### src/rtl/i2c_arb_pkg.sv
package i2c_arb_pkg;

    localparam int BYTE_W = 8;

    typedef enum logic [2:0] {
        OP_START  = 3'd0,
        OP_RSTART = 3'd1,
        OP_WRITE  = 3'd2,
        OP_READ   = 3'd3,
        OP_ACK    = 3'd4,
        OP_STOP   = 3'd5
    } op_e;

    // Intended wire levels for one quarter, plus whether SDA is compared there.
    typedef struct packed {
        logic scl_rel;
        logic sda_rel;
        logic chk;
    } drive_t;

    function automatic logic op_known(logic [2:0] code);
        return code <= 3'd5;
    endfunction

    // Index of the final bit of an operation.
    function automatic logic [3:0] final_bit(op_e op);
        case (op)
            OP_WRITE: return 4'd8;
            OP_READ:  return 4'd7;
            default:  return 4'd0;
        endcase
    endfunction

    function automatic drive_t drive_of(op_e op, logic [1:0] q, logic [3:0] bitn,
                                        logic tx_msb, logic ack_bit);
        drive_t d;
        d.scl_rel = (q == 2'd1) || (q == 2'd2);
        d.sda_rel = 1'b1;
        d.chk     = 1'b0;
        case (op)
            OP_START, OP_RSTART: begin
                d.sda_rel = (q < 2'd2);
                d.chk     = (q == 2'd1);
            end
            OP_STOP: begin
                d.scl_rel = (q != 2'd0);
                d.sda_rel = (q >= 2'd2);
                d.chk     = (q == 2'd3);
            end
            OP_WRITE: begin
                d.sda_rel = (bitn < 4'd8) ? tx_msb : 1'b1;
                d.chk     = (q == 2'd2) && (bitn < 4'd8);
            end
            OP_ACK: begin
                d.sda_rel = ack_bit;
                d.chk     = (q == 2'd2);
            end
            default: ;
        endcase
        return d;
    endfunction

endpackage

### src/rtl/i2c_qtick.sv
module i2c_qtick #(
    parameter int DIVW = 8
) (
    input  logic            clk,
    input  logic            rst,
    input  logic            run,
    input  logic [DIVW-1:0] qdiv,
    output logic            tick
);
    logic [DIVW-1:0] cnt;

    assign tick = run && (cnt == qdiv);

    always_ff @(posedge clk) begin
        if (rst || !run || tick) cnt <= '0;
        else                     cnt <= cnt + DIVW'(1);
    end
endmodule

### src/rtl/i2c_bus_mon.sv
module i2c_bus_mon (
    input  logic clk,
    input  logic rst,
    input  logic active,
    input  logic irq_en,
    input  logic scl_in,
    input  logic sda_in,
    output logic sda_s,
    output logic start_seen,
    output logic stop_seen,
    output logic irq
);
    logic [1:0] scl_sy, sda_sy;
    logic       scl_p, sda_p;
    logic       scl_s;
    logic       start_det, stop_det;

    assign scl_s     = scl_sy[1];
    assign sda_s     = sda_sy[1];
    assign start_det = scl_s && scl_p && sda_p && !sda_s;
    assign stop_det  = scl_s && scl_p && !sda_p && sda_s;

    always_ff @(posedge clk) begin
        if (rst) begin
            scl_sy <= 2'b11;
            sda_sy <= 2'b11;
            scl_p  <= 1'b1;
            sda_p  <= 1'b1;
        end else begin
            scl_sy <= {scl_sy[0], scl_in};
            sda_sy <= {sda_sy[0], sda_in};
            scl_p  <= scl_s;
            sda_p  <= sda_s;
        end
    end

    always_ff @(posedge clk) begin
        if (rst || !active) begin
            start_seen <= 1'b0;
            stop_seen  <= 1'b0;
            irq        <= 1'b0;
        end else begin
            irq <= 1'b0;
            if (start_det) begin
                start_seen <= 1'b1;
                stop_seen  <= 1'b0;
            end else if (stop_det) begin
                start_seen <= 1'b0;
                stop_seen  <= 1'b1;
                irq        <= irq_en && start_seen;
            end
        end
    end
endmodule

### src/rtl/i2c_op_seq.sv
module i2c_op_seq
    import i2c_arb_pkg::*;
(
    input  logic              clk,
    input  logic              rst,
    input  logic              active,
    input  logic              cmd_valid,
    input  logic [2:0]        cmd_op,
    input  logic [BYTE_W-1:0] tx_data,
    input  logic              ack_val,
    input  logic              clr_flags,
    input  logic              tick,
    input  logic              sda_s,
    input  logic              bus_busy,
    output logic              run,
    output logic              scl_oe,
    output logic              sda_oe,
    output logic [BYTE_W-1:0] rx_data,
    output logic              rx_ack,
    output logic              done,
    output logic              wcol,
    output logic              bcol
);
    op_e               op_q;
    logic [1:0]        q;
    logic [3:0]        bitn;
    logic [BYTE_W-1:0] shreg;
    logic              ack_bit;
    drive_t            d;

    assign d = drive_of(op_q, q, bitn, shreg[BYTE_W-1], ack_bit);

    always_ff @(posedge clk) begin
        if (rst || !active) begin
            run     <= 1'b0;
            op_q    <= OP_START;
            q       <= 2'd0;
            bitn    <= 4'd0;
            shreg   <= '0;
            ack_bit <= 1'b1;
            scl_oe  <= 1'b0;
            sda_oe  <= 1'b0;
            done    <= 1'b0;
            wcol    <= 1'b0;
            bcol    <= 1'b0;
            if (rst) begin
                rx_data <= '0;
                rx_ack  <= 1'b1;
            end
        end else begin
            done <= 1'b0;
            if (clr_flags) begin
                wcol <= 1'b0;
                bcol <= 1'b0;
            end
            if (cmd_valid) begin
                if (run) begin
                    wcol <= 1'b1;
                end else if (op_known(cmd_op)) begin
                    if (op_e'(cmd_op) == OP_START && bus_busy) begin
                        bcol   <= 1'b1;
                        done   <= 1'b1;
                        scl_oe <= 1'b0;
                        sda_oe <= 1'b0;
                    end else begin
                        run     <= 1'b1;
                        op_q    <= op_e'(cmd_op);
                        q       <= 2'd0;
                        bitn    <= 4'd0;
                        shreg   <= tx_data;
                        ack_bit <= ack_val;
                    end
                end
            end
            if (run) begin
                scl_oe <= !d.scl_rel;
                sda_oe <= !d.sda_rel;
                if (tick) begin
                    if (d.chk && d.sda_rel && !sda_s) begin
                        run    <= 1'b0;
                        bcol   <= 1'b1;
                        done   <= 1'b1;
                        scl_oe <= 1'b0;
                        sda_oe <= 1'b0;
                    end else begin
                        if (q == 2'd2) begin
                            if (op_q == OP_READ)
                                rx_data <= {rx_data[BYTE_W-2:0], sda_s};
                            if (op_q == OP_WRITE && bitn == 4'd8)
                                rx_ack <= sda_s;
                        end
                        if (q == 2'd3) begin
                            if (bitn == final_bit(op_q)) begin
                                run  <= 1'b0;
                                done <= 1'b1;
                            end else begin
                                bitn <= bitn + 4'd1;
                                if (op_q == OP_WRITE)
                                    shreg <= {shreg[BYTE_W-2:0], 1'b0};
                            end
                        end
                        q <= q + 2'd1;
                    end
                end
            end
        end
    end
endmodule

### src/rtl/i2c_arb_master.sv
module i2c_arb_master
    import i2c_arb_pkg::*;
#(
    parameter int DIVW = 8
) (
    input  logic              clk,
    input  logic              rst,
    input  logic              en,
    input  logic              master_sel,
    input  logic              irq_en,
    input  logic [DIVW-1:0]   qdiv,
    input  logic              cmd_valid,
    input  logic [2:0]        cmd_op,
    input  logic [BYTE_W-1:0] tx_data,
    input  logic              ack_val,
    input  logic              clr_flags,
    input  logic              scl_in,
    input  logic              sda_in,
    output logic              scl_oe,
    output logic              sda_oe,
    output logic              busy,
    output logic              done,
    output logic [BYTE_W-1:0] rx_data,
    output logic              rx_ack,
    output logic              wcol,
    output logic              bcol,
    output logic              start_seen,
    output logic              stop_seen,
    output logic              irq
);
    logic active, tick, sda_s, bus_busy;

    assign active   = en && master_sel;
    assign bus_busy = start_seen && !stop_seen;

    i2c_bus_mon u_mon (
        .clk(clk), .rst(rst), .active(active), .irq_en(irq_en),
        .scl_in(scl_in), .sda_in(sda_in), .sda_s(sda_s),
        .start_seen(start_seen), .stop_seen(stop_seen), .irq(irq)
    );

    i2c_qtick #(.DIVW(DIVW)) u_tick (
        .clk(clk), .rst(rst), .run(busy), .qdiv(qdiv), .tick(tick)
    );

    i2c_op_seq u_seq (
        .clk(clk), .rst(rst), .active(active),
        .cmd_valid(cmd_valid), .cmd_op(cmd_op), .tx_data(tx_data),
        .ack_val(ack_val), .clr_flags(clr_flags), .tick(tick),
        .sda_s(sda_s), .bus_busy(bus_busy), .run(busy),
        .scl_oe(scl_oe), .sda_oe(sda_oe), .rx_data(rx_data),
        .rx_ack(rx_ack), .done(done), .wcol(wcol), .bcol(bcol)
    );
endmodule

### config.mk
export PLATFORM = sky130hd
export DESIGN_NAME = i2c_arb_master
export DESIGN_NICKNAME = d
export VERILOG_FILES = /design/src/rtl/i2c_arb_pkg.sv /design/src/rtl/i2c_qtick.sv /design/src/rtl/i2c_bus_mon.sv /design/src/rtl/i2c_op_seq.sv /design/src/rtl/i2c_arb_master.sv
export SDC_FILE = /design/constraint.sdc
export NUM_CORES = 1
export LEC_CHECK = 0
export BUFFER_PORTS_ARGS = -buffer_cell sky130_fd_sc_hd__buf_2
export CAP_MARGIN = 20
export CORE_MARGIN = 5
export CORE_UTILIZATION = 55
export DETAILED_ROUTE_END_ITERATION = 7
export GPL_TIMING_DRIVEN = 0
export PLACE_DENSITY = 0.79
export SYNTH_ARGS = -nofsm -noshare
export SYNTH_HDL_FRONTEND = slang
export SYNTH_HIERARCHICAL = 1
export SYNTH_SLANG_ARGS = --single-unit
### constraint.sdc
create_clock -name clk -period 2.81 [get_ports clk]
set_clock_uncertainty 0.15 [all_clocks]
set_input_delay 0.4215 -clock clk [delete_from_list [all_inputs] [get_ports clk]]
set_output_delay 0.4215 -clock clk [all_outputs]
set_load 0.03 [all_outputs]
Word-level counts from Yosys, hierarchy flattened
Index checks and enable logic that the tools add are counted.

word-level totals
  flip-flop bits (word level) = 50
  latch bits = 0
  RAM bits = 0
  memory bits (read-only) = 0
  bits of input ports = 29
  logic and storage cells = 177
  memories = 0

operators by class
  add/subtract/negate cells = 3
  multiply operators = 0
  div/mod/pow operators = 0
  $lt $le $gt $ge = 4
  eq/ne operators = 13
  shifts and indexed selects = 0
  multiplexer cells = 89
  bitwise operators = 3
  reductions and logical operators = 44

operators with widths
  cell                                                                   count
  8-bit 2-to-1 mux                                                       17
  4-bit 2-to-1 mux                                                       14
  1-bit 2-to-1 mux                                                       49
  2-bit nonzero test                                                     10
  1-bit logical AND                                                      14
  2-bit 2-to-1 mux                                                       7
  6-bit AND reduction                                                    2
  8-bit by 1-bit adder with 8-bit output, second input constant          1
  8-bit equality test                                                    1
  2-bit one-hot mux with 4 select lines                                  1
  4-bit one-hot mux with 2 select lines                                  1
  1-bit logical NOT                                                      7
  3-bit by 2-bit equality test with 1-bit output, second input constant  2
  3-bit equality test, second input constant                             2
  3-bit logical NOT                                                      2
  4-bit by 1-bit adder with 4-bit output, second input constant          1
  2-bit equality test, second input constant                             2
  4-bit equality test                                                    1
  4-bit equality test, second input constant                             1
  1-bit logical OR                                                       4
  4-bit < comparator, second input constant                              1
  2-bit inequality test, second input constant                           2
  4-bit AND reduction                                                    1
  2-bit OR reduction                                                     2
  9 further kinds                                                        11

Logic depth before layout (Yosys ltp)
Gate-level depths: netlist of the first run.

  word-level depth = 15
  gate-level depth with buffers = 8

Modules after synthesis
Netlist of the first run, hierarchy kept.

modules (own cells, without submodules)
  module          instances  cells each  area each (um^2)  seq. area each (um^2)
  i2c_op_seq      1          196         1850.5            750.7
  i2c_qtick       1          48          481.7             160.2
  i2c_bus_mon     1          27          286.5             180.2
  i2c_arb_master  1          2           20.0              0.0

Worst setup path before layout of the first run
Ideal clock, no wire load.

  path type = reg2reg
  start = reg u_tick.cnt[2]
  end = reg u_seq.rx_data[0] (enable)
  setup time = 0.329 ns
  arrival time = 1.837 ns
  required time = 2.331 ns
  path slack = 0.493 ns
  cell stages (with the launch flop) = 8
  period minus slack after synthesis = 2.317 ns
  cell sequence = dfxtp_1 > buf_6 > xor2_2 > nor4_4 > and3_1 > nand2_1 > nor2_1 > a41o_1

between the ends
  cells in the longest elaborated chain, start to end = 4

ends and longest elaborated chain
  item                           RTL line              text
  start, declared                i2c_qtick.sv:10       logic [DIVW-1:0] cnt;
  start signal, assigned         i2c_qtick.sv:16       else cnt <= cnt + DIVW'(1);
  8-bit equality test            i2c_qtick.sv:12       assign tick = run && (cnt == qdiv);
  1-bit logical AND              i2c_qtick.sv:12
  net tick                       i2c_arb_master.sv:31  logic active, tick, sda_s, bus_busy;
  2-bit nonzero test (no line)   -
  6-bit AND reduction (no line)  -
  end signal, assigned           i2c_op_seq.sv:88      rx_data <= {rx_data[BYTE_W-2:0], sda_s};
  end, declared                  i2c_op_seq.sv:18      output logic [BYTE_W-1:0] rx_data,

The timed path passes the listed nets, and every way through them passes these cells.
A chain may end at the register's enable or synchronous reset.

Worst setup path after layout of the first run
  start = reg u_seq.q[0]
  end = reg u_seq.rx_data[0] (enable)

between the ends
  cells in the longest elaborated chain, start to end = 7
  elaborated cells between the ends (all ways) = 12
  those cells by class = order compare (2); eq/ne (4); mux (1); reduce/logical (5)

ends and longest elaborated chain
  item                                   RTL line                                                text
  start, declared                        i2c_op_seq.sv:25                                        logic [1:0] q;
  start signal, assigned                 i2c_op_seq.sv:102                                       q <= q + 2'd1;
  2-bit equality test                    i2c_arb_pkg.sv:52, i2c_arb_pkg.sv:56, i2c_op_seq.sv:86
  1-bit logical AND                      i2c_arb_pkg.sv:52                                       d.chk = (q == 2'd2) && (bitn < 4'd8);
  2-bit one-hot mux with 4 select lines  i2c_arb_pkg.sv:40                                       case (op)
  1-bit logical AND (2 in series)        i2c_op_seq.sv:79                                        if (d.chk && d.sda_rel && !sda_s) begin
  2-bit inequality test (no line)        -
  6-bit AND reduction (no line) *        -

Every way passes the cells marked *; elsewhere a longest branch is shown, timed or not.

==> key figures, run 1 <==
Clock network
  – Clock Sink Count: 50
  – CTS root buffer: clkbuf_8
  – Worst skew pair latency: 0.30 ns
  – Max clock buf depth: 2
  – CTS clk-pin slew, worst paths: 0.09 ns
  – H-Tree Depth: 2
  – CTS buffer count: 5
  – Hold-fix buffers, CTS: 0
  – CTS tree: yes

Floorplanning
  – Core box area: 4690 sq um
  – Initial Utilization: 56.2%
  – FP Rows: 25
  – Die Y: 79.3 um
  – IO Pins: 47
  – Die width: 79.3 um
  – Die area: 6280 sq um

Synth
  – Synth top area share: 31.1%
  – Post-synth top cells: dfxtp_1 (41), nor3_1 (19), a21oi_1 (15)
  – Ys async rst share: 0%
  – Syn Std Cell Area: 2640 sq um
  – EDFF count, synth: 9
  – Post-Syn Area per Cell: 9.67 sq um
  – FF+latch count, synth: 50
  – Seq/Total Area, Yosys: 41.3%
  – Distinct cells, synth: 60
  – Syn Inst Count: 273
  – Synth warn: 6
  – Syn Nets: 309
  – Top FF cell, synth: dfxtp_1
  – Synth area leaders: dfxtp_1 (31%), edfxtp_1 (10%), nor3_1 (3.6%)
  – Count leader, synth: dfxtp_1
  – Area leader, netlist: dfxtp_1

STA
  – Highest clock rate: 382 MHz
  – Period utilization: 93.2%
  – RSZ-0062 raised after global routing: no
  – Setup TNS: 0 ns
  – Final min period: 2.62 ns
  – Max-slew headroom: 43.6%
  – Final slew viol count: 0
  – Final setup vio count: 0
  – Final hold violations: 0
  – Worst Tran Pin Value: 0.832 ns

Final layout
  – Layout cells sized above 1: 27.1%
  – Post-layout net count: 364
  – Number of diodes: 0
  – Design Area, Final: 3090 sq um
  – Area Growth Syn to Fin: 17.2%

Setup path
  – Crit start category: flop
  – CP Capture Type: flop
  – CP Class: reg2reg
  – Crit-path max FO: 10
  – Worst Path Required: 2.67 ns
  – Critical Path AT: 2.48 ns

GRT
  – Largest net degree at the start of global routing: 17
  – Vias in the first global route: 2047
  – Initial antenna violation count: 0
  – First-pass GRT wire length: 9470 um
  – GRT Residual Overflow: 0
  – Gr usage total: 18.7%

Place
  – Buffers on Ports: 46
  – Hpwl dp: 4140 um
  – GP Congestion: 0.834
  – Post-DP Area: 2940 sq um

Routing
  – DRT antenna net count: 0
  – DRC: 0
  – Initial DRC count: 142
  – Drt via density: 5.76
  – Routed vias: 2207
  – Drt wl/cell: 14.7 um
  – WL final: 5640 um
  – First-pass DRT Iterations: 4

Run status
  – Outcome: finished, final reports clean

Power and ir drop
  – Peak VDD IR: 0.213 mV
  – Pwr Density: 476 nW/um^2
  – P_leak: 1.24 nW

Min path
  – Hold Crit Class: in2reg

Job
  – Max cap viols: 0
[power by group]
group / internal [W] / switching [W] / total (W)
combinational: 0.0000532 / 0.0000684 / 0.000122
sequential: 0.000741 / 0.00000757 / 0.000749
clock: 0.000357 / 0.000243 / 0.000600
[critical path, stage by stage (launching register included)]
cell and delay, ns:
dfxtp_1 0.41, inv_1 0.09, ha_1 0.25, o21a_1 0.18, o21ai_0 0.27, a32oi_1 0.19
buf_2 0.22, nor2_1 0.21, a41o_2 0.35
[layer usage]
| metal | track usage (%) | wire, um | up-vias |
|---|---|---|---|
| met4 | 3.95 | 36 | 0 |
| met3 | 4.31 | 345 | 4 |
| met1 | 25.1 | 2640 | 1045 |
| met2 | 30.8 | 2620 | 51 |
| li1 | - | - | 1107 |
| met5 | 0 | 0 | - |
[cells by family (layout without fill, tap and decap cells)]
family / count (synthesis) / in the layout / share of synthesized area, %
buf+inv: 28 / 84 / 5.93
simple gates: 105 / 105 / 24.3
fa+ha+maj: 7 / 7 / 3.32
flops: 50 / 50 / 41.3
xor+xnor: 11 / 11 / 3.94
compound gates: 62 / 62 / 17.0
mux: 10 / 10 / 4.13
[path summary, 6_finish.rpt]
check,slack (ns),cells after the start,end,startpoint
setup reg to reg,0.19,8,u_seq/rx_data[0],u_seq/q[0]
setup / recovery,0.19,8,u_seq/rx_data[0],u_seq/q[0]
hold reg to reg,0.28,1,u_mon/sda_sy[1],u_mon/sda_sy[0]
hold / removal,0.15,2,u_mon/sda_sy[0],sda_in
[final cells by class]
| type | count | area [sq um] |
|---|---|---|
| Buffer | 16 | 113 |
| Clock buffer | 5 | 68.8 |
| Clock inverter | 3 | 68.8 |
| Fill cell | 400 | 1600 |
| Inverter | 12 | 45.0 |
| Multi-Input combinational cell | 195 | 1390 |
| Sequential cell | 50 | 1090 |
| Tap cell | 54 | 67.6 |
| Timing Repair Buffer | 48 | 245 |
[stage by stage]
stage	utilization, %	total power, W	instances	hold slack (ns)	setup slack, ns
after global routing	65.9	0.00153	383	0.131	0.0534
final	65.9	0.00147	383	0.148	0.192
after CTS	65.5	0.00148	381	0.140	0.108
after detailed placement	62.6	0.000886	373	0.242	0.0193
after global placement	62.6	0.000884	373	0.240	0.0290
after floorplan	-	0.000842	273	0.233	0.493
[sequential cells by signal, indices dropped and copies added (netlist names), 2 cells and up]
name,cells
u_tick/cnt,8
u_seq/rx_data,8
u_seq/q,2
u_mon/sda_sy,2
u_seq/shreg,8
u_mon/scl_sy,2
u_seq/bitn,4
u_seq/op_q,3
[cell usage in the layout (no fill, tap or decap), drive strengths merged, types with 3 or more instances in the layout]
| cell | Yosys | layout |
|---|---|---|
| buf | 12 | 60 |
| dfxtp | 41 | 41 |
| nor3 | 19 | 19 |
| a21oi | 16 | 16 |
| inv | 12 | 12 |
| nand2 | 11 | 11 |
| and2 | 10 | 10 |
| nor2 | 10 | 10 |
| nand3 | 10 | 10 |
| xor2 | 10 | 10 |
| nand4 | 9 | 9 |
| edfxtp | 9 | 9 |
| o21ai | 9 | 9 |
| clkbuf | 4 | 9 |
| nor2b | 8 | 8 |
| mux2 | 7 | 7 |
| ha | 7 | 7 |
| or2 | 7 | 7 |
| a211oi | 7 | 7 |
| nand2b | 6 | 6 |
| a22oi | 4 | 4 |
| or3 | 4 | 4 |
| o211ai | 4 | 4 |
| a31o | 4 | 4 |
| mux2i | 3 | 3 |
| a221oi | 3 | 3 |
[repair_timing]
item,CTS,global route
buffers inserted,0,2
endpoints found under the setup margin,0,10
resized for setup,0,3
Note: power is estimated with default switching activity, not from simulation.
==> inputs of run 2 (changes only) <==
==> constraint.sdc (replaced) <==
create_clock -name clk -period 2.81 [get_ports clk]
set_clock_uncertainty 0.15 [all_clocks]
set_input_delay 0.281 -clock clk [delete_from_list [all_inputs] [get_ports clk]]
set_output_delay 0.281 -clock clk [all_outputs]
set_load 0.03 [all_outputs]
==> run 2 against run 1 <==
Against the previous run: count of clock-buffer cells in the layout did not move; global-route usage about the same; sequential power about the same; via count up 0.32%; sequential share of layout area down 0.11 points; worst setup slack improved by 0.0075 ns; first-iteration DRC count decreased by 2.8%; critical endpoint unchanged.
==> key figures, run 2 (synthesis results as in run 1) <==
Run status
  – Outcome: finished, final reports clean (unchanged)

Floorplanning
  – Die area: 6280 sq um (unchanged)
  – Die width: 79.3 um (unchanged)
  – IO Pins: 47 (unchanged)
  – FP Rows: 25 (unchanged)
  – Core box area: 4690 sq um (unchanged)
  – Die Y: 79.3 um (unchanged)
  – Initial Utilization: 56.2% (unchanged)

Power and ir drop
  – P_sw: 0.000318 W (was 0.000319 W)
  – Peak VDD IR: 0.213 mV (about the same)
  – Gate power share: 8.3% (about the same)
  – Sw Ratio: 21.6% (was 21.7%)
  – Pint: 0.00115 W (about the same)
  – Seq pwr share: 51.0% (was 50.9%)
  – P_leak: 1.24 nW (about the same)
  – Pwr Density: 474 nW/um^2 (was 476 nW/um^2)
  – Clock Power Share: 40.7% (was 40.8%)

STA
  – Final hold violations: 0 (unchanged)
  – Highest clock rate: 383 MHz (was 382 MHz)
  – Final WS setup: 0.199 ns (was 0.192 ns)
  – RSZ-0062 raised after global routing: no (unchanged)
  – Max-slew headroom: 43.4% (was 43.6%)
  – Period utilization: 92.9% (was 93.2%)
  – Worst Tran Pin Value: 0.835 ns (was 0.832 ns)
  – Final setup vio count: 0 (unchanged)
  – Final min period: 2.61 ns (was 2.62 ns)
  – Setup TNS: 0 ns (unchanged)
  – Final slew viol count: 0 (unchanged)

GRT
  – Gr usage total: 18.7% (about the same)
  – Initial antenna violation count: 0 (unchanged)
  – Vias in the first global route: 2059 (was 2047)
  – GRT Residual Overflow: 0 (unchanged)
  – Largest net degree at the start of global routing: 17 (unchanged)
  – First-pass GRT wire length: 9500 um (was 9470 um)

Clock network
  – Max clock buf depth: 2 (unchanged)
  – CTS clk-pin slew, worst paths: 0.09 ns (about the same)
  – CTS root buffer: clkbuf_8 (unchanged)
  – H-Tree Depth: 2 (unchanged)
  – CTS buffer count: 5 (unchanged)
  – Worst skew pair latency: 0.30 ns (about the same)
  – CTS tree: yes (unchanged)
  – Clock Sink Count: 50 (unchanged)

Routing
  – First-pass DRT Iterations: 4 (unchanged)
  – WL final: 5630 um (was 5640 um)
  – Routed vias: 2214 (was 2207)
  – DRT antenna net count: 0 (unchanged)
  – Initial DRC count: 138 (was 142)
  – DRC: 0 (unchanged)
  – Drt via density: 5.77 (was 5.76)
  – Drt wl/cell: 14.7 um (about the same)

Final layout
  – Commonest non-fill, non-tap cell in the layout: buf_2 (unchanged)
  – Fin cells: 384 (was 383)
  – Reg area: 1090 sq um (unchanged)
  – Layout cells sized above 1: 27.0% (was 27.1%)
  – Core Util, Final: 66.1% (was 65.9%)
  – Area Growth Syn to Fin: 17.5% (was 17.2%)
  – Number of diodes: 0 (unchanged)
  – Top flop regs: u_seq/rx_data (8), u_seq/shreg (8), u_tick/cnt (8) (unchanged)
  – Multi-input gate area: 1390 sq um (unchanged)
  – Post-layout net count: 365 (was 364)
  – Commonest non-fill, non-tap cells in the layout: buf_2 (50), dfxtp_1 (41), nor3_1 (19) (unchanged)
  – Filler instances: 399 (was 400)

Setup path
  – CP Class: reg2reg (unchanged)
  – Crit-path max FO: 10 (unchanged)
  – Crit start category: flop (unchanged)
  – Worst Path Required: 2.67 ns (about the same)
  – CP Capture Type: flop (unchanged)
  – Critical Path AT: 2.47 ns (was 2.48 ns)

Place
  – Placed Cells: 373 (unchanged)
  – DP Worst Slack: 0.125 ns (was 0.0193 ns)
  – GP Congestion: 0.834 (unchanged)
  – Hpwl dp: 4140 um (unchanged)
  – Buffers on Ports: 46 (unchanged)

Job
  – Max cap viols: 0 (unchanged)

Min path
  – Hold Crit Class: in2reg (unchanged)
==> run 2: cell count changes in the layout (fill, tap and decap cells not counted), sizes merged <==
| cell | delta |
|---|---|
| dlygate4sd3 | +1 |
==> run 2: worst paths after layout <==
| kind | slack, ns | to | depth (start not counted) | from |
|---|---|---|---|---|
| setup / recovery | 0.20 | u_seq/rx_data[0] | 8 | u_seq/q[0] |
| hold / removal | 0.04 | u_mon/scl_sy[0] | 2 | scl_in |
| setup reg to reg | 0.20 | u_seq/rx_data[0] | 8 | u_seq/q[0] |
| hold reg to reg | 0.28 | u_mon/sda_sy[1] | 1 | u_mon/sda_sy[0] |
==> run 2: what timing repair did <==
action                                  CTS  global route
setup buffers                             0             2
gates resized for setup                   0             3
hold buffers                              1             0
endpoints found under the setup margin    0            10
hold endpoints to repair                  1             0
==> run 2: critical path, stage by stage (launching register included) <==
cell and delay [ns]:
dfxtp_1 0.41, inv_1 0.09, ha_1 0.25, o21a_1 0.18, o21ai_0 0.27, a32oi_1 0.19
buf_2 0.22, nor2_1 0.21, a41o_2 0.35
==> run 2: layer usage <==
layer | GRT usage [%] | vias to the layer above | part of all wire, %
met1 | 25.1 | 1035 | 46
met3 | 4.31 | 4 | 7.0
met2 | 31.0 | 66 | 46
met4 | 3.95 | 0 | 0.64
met5 | 0 | - | 0
li1 | - | 1109 | -
==> run 2: area by class of cell <==
cell class	instances	share of cell area (%)
buffer	16	3.63
clock buffer	5	2.22
clock inverter	3	2.22
inverter	12	1.45
multi-input combinational	195	44.9
sequential	50	35.2
tap	54	2.18
timing repair buffer	49	8.23
==> run 2: metrics by stage <==
stage / total power (W) / hold slack [ns] / instance area, sq um
after global routing: 0.00153 / 0.0337 / 3100
final: 0.00147 / 0.0417 / 3100
after floorplan: 0.000842 / 0.228 / 2640
after CTS: 0.00148 / 0.0341 / 3080
after detailed placement: 0.000886 / 0.242 / 2940
after global placement: 0.000884 / 0.240 / 2940
==> run 2: power groups by stage <==
stage | registers, W | logic (W) | clock network [W]
2_1_floorplan | 0.000777 | 0.0000644 | 0
6_report | 0.000749 | 0.000123 | 0.000598
3_5_place_dp | 0.000765 | 0.000121 | 0
4_1_cts | 0.000749 | 0.000122 | 0.000610
5_1_grt | 0.000751 | 0.000134 | 0.000644
3_3_place_gp | 0.000765 | 0.000118 | 0
==> inputs of run 3 (changes only) <==
--- a/config.mk
+++ b/config.mk
@@ -7,7 +7,7 @@
 export LEC_CHECK = 0
 export BUFFER_PORTS_ARGS = -buffer_cell sky130_fd_sc_hd__buf_2
 export CAP_MARGIN = 20
-export CORE_MARGIN = 5
+export CORE_MARGIN = 1
 export CORE_UTILIZATION = 55
 export DETAILED_ROUTE_END_ITERATION = 7
 export GPL_TIMING_DRIVEN = 0
==> run 3 against run 2 <==
Against the previous run: the flow now finishes with violations (design-rule violations); register-to-register slack is essentially flat; sequential share of layout area grew 0.84 points; first-iteration DRC count decreased by 6.5%; sequential power is essentially flat; global-route usage increased by 3.8 points; critical path depth fell by 1; maximum frequency decreased by 0.13%; total power decreased by 12%; cell area fell by 2.3%; combinational power about the same; count of clock-buffer cells in the layout did not move; highest routed layer unchanged.
==> key figures, run 3 (synthesis results as in run 1) <==
Job
  – Max cap viols: 0 (unchanged)

Place
  – GP Congestion: 0.880 (was 0.834)
  – Buffers on Ports: 46 (unchanged)
  – Hpwl dp: 3970 um (was 4140 um)

Routing
  – WL final: 5400 um (was 5630 um)
  – Drt wl/cell: 14.2 um (was 14.7 um)
  – Initial DRC count: 129 (was 138)
  – DRT antenna net count: 0 (unchanged)
  – Drt via density: 5.88 (was 5.77)
  – Routed vias: 2229 (was 2214)
  – First-pass DRT Iterations: 7 (was 4)
  – DRC: 5 (was 0)

Final layout
  – Commonest non-fill, non-tap cell in the layout: buf_2 (unchanged)
  – Layout cells sized above 1: 26.6% (was 27.0%)
  – Area Growth Syn to Fin: 14.8% (was 17.5%)
  – Filler instances: 377 (was 399)
  – Post-layout net count: 362 (was 365)
  – Number of diodes: 0 (unchanged)
  – Top flop regs: u_seq/rx_data (8), u_seq/shreg (8), u_tick/cnt (8) (unchanged)
  – Commonest non-fill, non-tap cells in the layout: buf_2 (50), dfxtp_1 (41), nor3_1 (19) (unchanged)

Clock network
  – Cts repair resizes: 0 (unchanged)
  – CTS clk-pin slew, worst paths: 0.09 ns (about the same)
  – CTS root buffer: clkbuf_8 (unchanged)
  – Worst skew pair latency: 0.30 ns (about the same)
  – Clock Sink Count: 50 (unchanged)
  – CTS tree: yes (unchanged)
  – CTS buffer count: 5 (unchanged)
  – Max clock buf depth: 2 (unchanged)
  – Hold-fix buffers, CTS: 0 (was 1)
  – Post-CTS setup buffers: 0 (unchanged)
  – H-Tree Depth: 2 (unchanged)

Setup path
  – CP Class: reg2reg (unchanged)
  – Critical Path Start: u_tick/cnt[2] (was u_seq/q[0])
  – Worst reg2reg path startpoint: u_tick/cnt[2] (was u_seq/q[0])
  – Critical path's slowest cell: nor4_4 (was dfxtp_1)
  – WP buf/inv: 1 (was 2)
  – Critical path's top delay family: simple AND/OR/NAND/NOR gates (was compound AO/OA/AOI/OAI gates)
  – CP peak stage delay: 0.50 ns (was 0.41 ns)
  – CP Cell Sequence: buf_6, xor2_2, nor4_4, and3_1, nand2_1, nor2_1, a41o_2 (was inv_1, ha_1, o21a_1, o21ai_0, a32oi_1, buf_2, nor2_1, a41o_2)
  – Worst R2R End: u_seq/rx_data[4] (was u_seq/rx_data[0])
  – Critical Path AT: 2.47 ns (about the same)
  – CP Depth: 7 (was 8)
  – Worst Path Required: 2.67 ns (about the same)
  – Crit-path max FO: 9 (was 10)
  – Reg2reg path depth: 7 (was 8)
  – Worst reg2reg setup slack: 0.20 ns (about the same)
  – Setup crit end: u_seq/rx_data[4] (was u_seq/rx_data[0])
  – Crit start category: flop (unchanged)
  – CP Capture Type: flop (unchanged)

GRT
  – Largest net degree at the start of global routing: 18 (was 17)
  – GRT met2 Usage: 35.6% (was 31.0%)
  – GRT Residual Overflow: 0 (unchanged)
  – Gr usage total: 22.5% (was 18.7%)
  – Most Crowded Layer GR: met2 (unchanged)
  – Initial antenna violation count: 0 (unchanged)
  – Met1 Track Usage GR: 31.3% (was 25.1%)
  – First-pass GRT wire length: 9090 um (was 9500 um)
  – Met3 usage: 3.94% (was 4.31%)
  – Vias in the first global route: 2006 (was 2059)

Min path
  – Hold Crit Depth: 2 (unchanged)
  – Hold path start: scl_in (unchanged)
  – Hold Crit Class: in2reg (unchanged)

Power and ir drop
  – Pwr Density: 426 nW/um^2 (was 474 nW/um^2)
  – Peak VDD IR: 0.223 mV (was 0.213 mV)
  – Tot Pwr: 0.00129 W (was 0.00147 W)
  – P_leak: 1.20 nW (was 1.24 nW)

Run status
  – Outcome: complete, but fails checks (was finished, final reports clean)
  – Failing checks: design-rule violations

Floorplanning
  – FP Rows: 24 (was 25)
  – Die width: 71.3 um (was 79.3 um)
  – Core box area: 4470 sq um (was 4690 sq um)
  – Initial Utilization: 59.0% (was 56.2%)
  – Die area: 5080 sq um (was 6280 sq um)
  – Die Y: 71.3 um (was 79.3 um)
  – IO Pins: 47 (unchanged)

STA
  – Period utilization: 93.0% (was 92.9%)
  – Max-slew headroom: 42.0% (was 43.4%)
  – Final hold violations: 0 (unchanged)
  – Highest clock rate: 383 MHz (about the same)
  – RSZ-0062 raised after global routing: yes (was no)
  – Final min period: 2.61 ns (about the same)
  – Worst Tran Pin Value: 0.856 ns (was 0.835 ns)
  – Final setup vio count: 0 (unchanged)
  – Final slew viol count: 0 (unchanged)
  – Hold slack: 0.0154 ns (was 0.0417 ns)
run 3: cell count changes in the layout (fill, tap and decap cells not counted):
cell and change:
buf_4 -2, bufinv_16 -2, clkinv_4 -1, clkinvlp_4 +2
dlygate4sd3_1 -1, inv_6 +1
run 3: through the flow:
step	setup TNS (ns)	utilization [%]	area [sq um]	setup slack, ns	instances
global placement	0	65.6	2930	0.118	371
floorplan	0	-	2640	0.493	273
global route	-0.000426	67.7	3030	-0.000426	379
CTS	0	67.6	3030	0.0985	379
detailed placement	0	65.6	2930	0.112	371
finish	0	67.7	3030	0.196	379
run 3: worst min path at each step:
stage	end	slack [ns]
floorplan	u_mon/scl_p	0.23
global placement	u_mon/scl_sy[1]	0.24
detailed placement	u_mon/scl_sy[1]	0.26
CTS	u_mon/sda_sy[0]	0.009
global route	u_mon/sda_sy[0]	0.01
finish	u_mon/scl_sy[0]	0.02
run 3: per-layer routing:
layer | vias up | wire length [um] | share of wire [%]
met1 | 1035 | 2540 | 47
met4 | 0 | 93 | 1.7
met3 | 13 | 285 | 5.3
met5 | - | 0 | 0
met2 | 76 | 2480 | 46
li1 | 1105 | - | -
run 3: area by class of cell:
cell class | instances | area, sq um | area share (%)
Clock inverter | 3 | 23.8 | 0.785
Multi-Input combinational cell | 195 | 1390 | 46.0
Inverter | 12 | 45.0 | 1.49
Tap cell | 52 | 65.1 | 2.15
Clock buffer | 5 | 68.8 | 2.27
Sequential cell | 50 | 1090 | 36.0
Timing Repair Buffer | 46 | 230 | 7.60
Buffer | 16 | 113 | 3.72
run 3: where the power goes:
group / switching (W) / internal, W
clock: 0.000242 / 0.000178
sequential: 0.00000770 / 0.000741
combinational: 0.0000687 / 0.0000522
total: 0.000318 / 0.000972
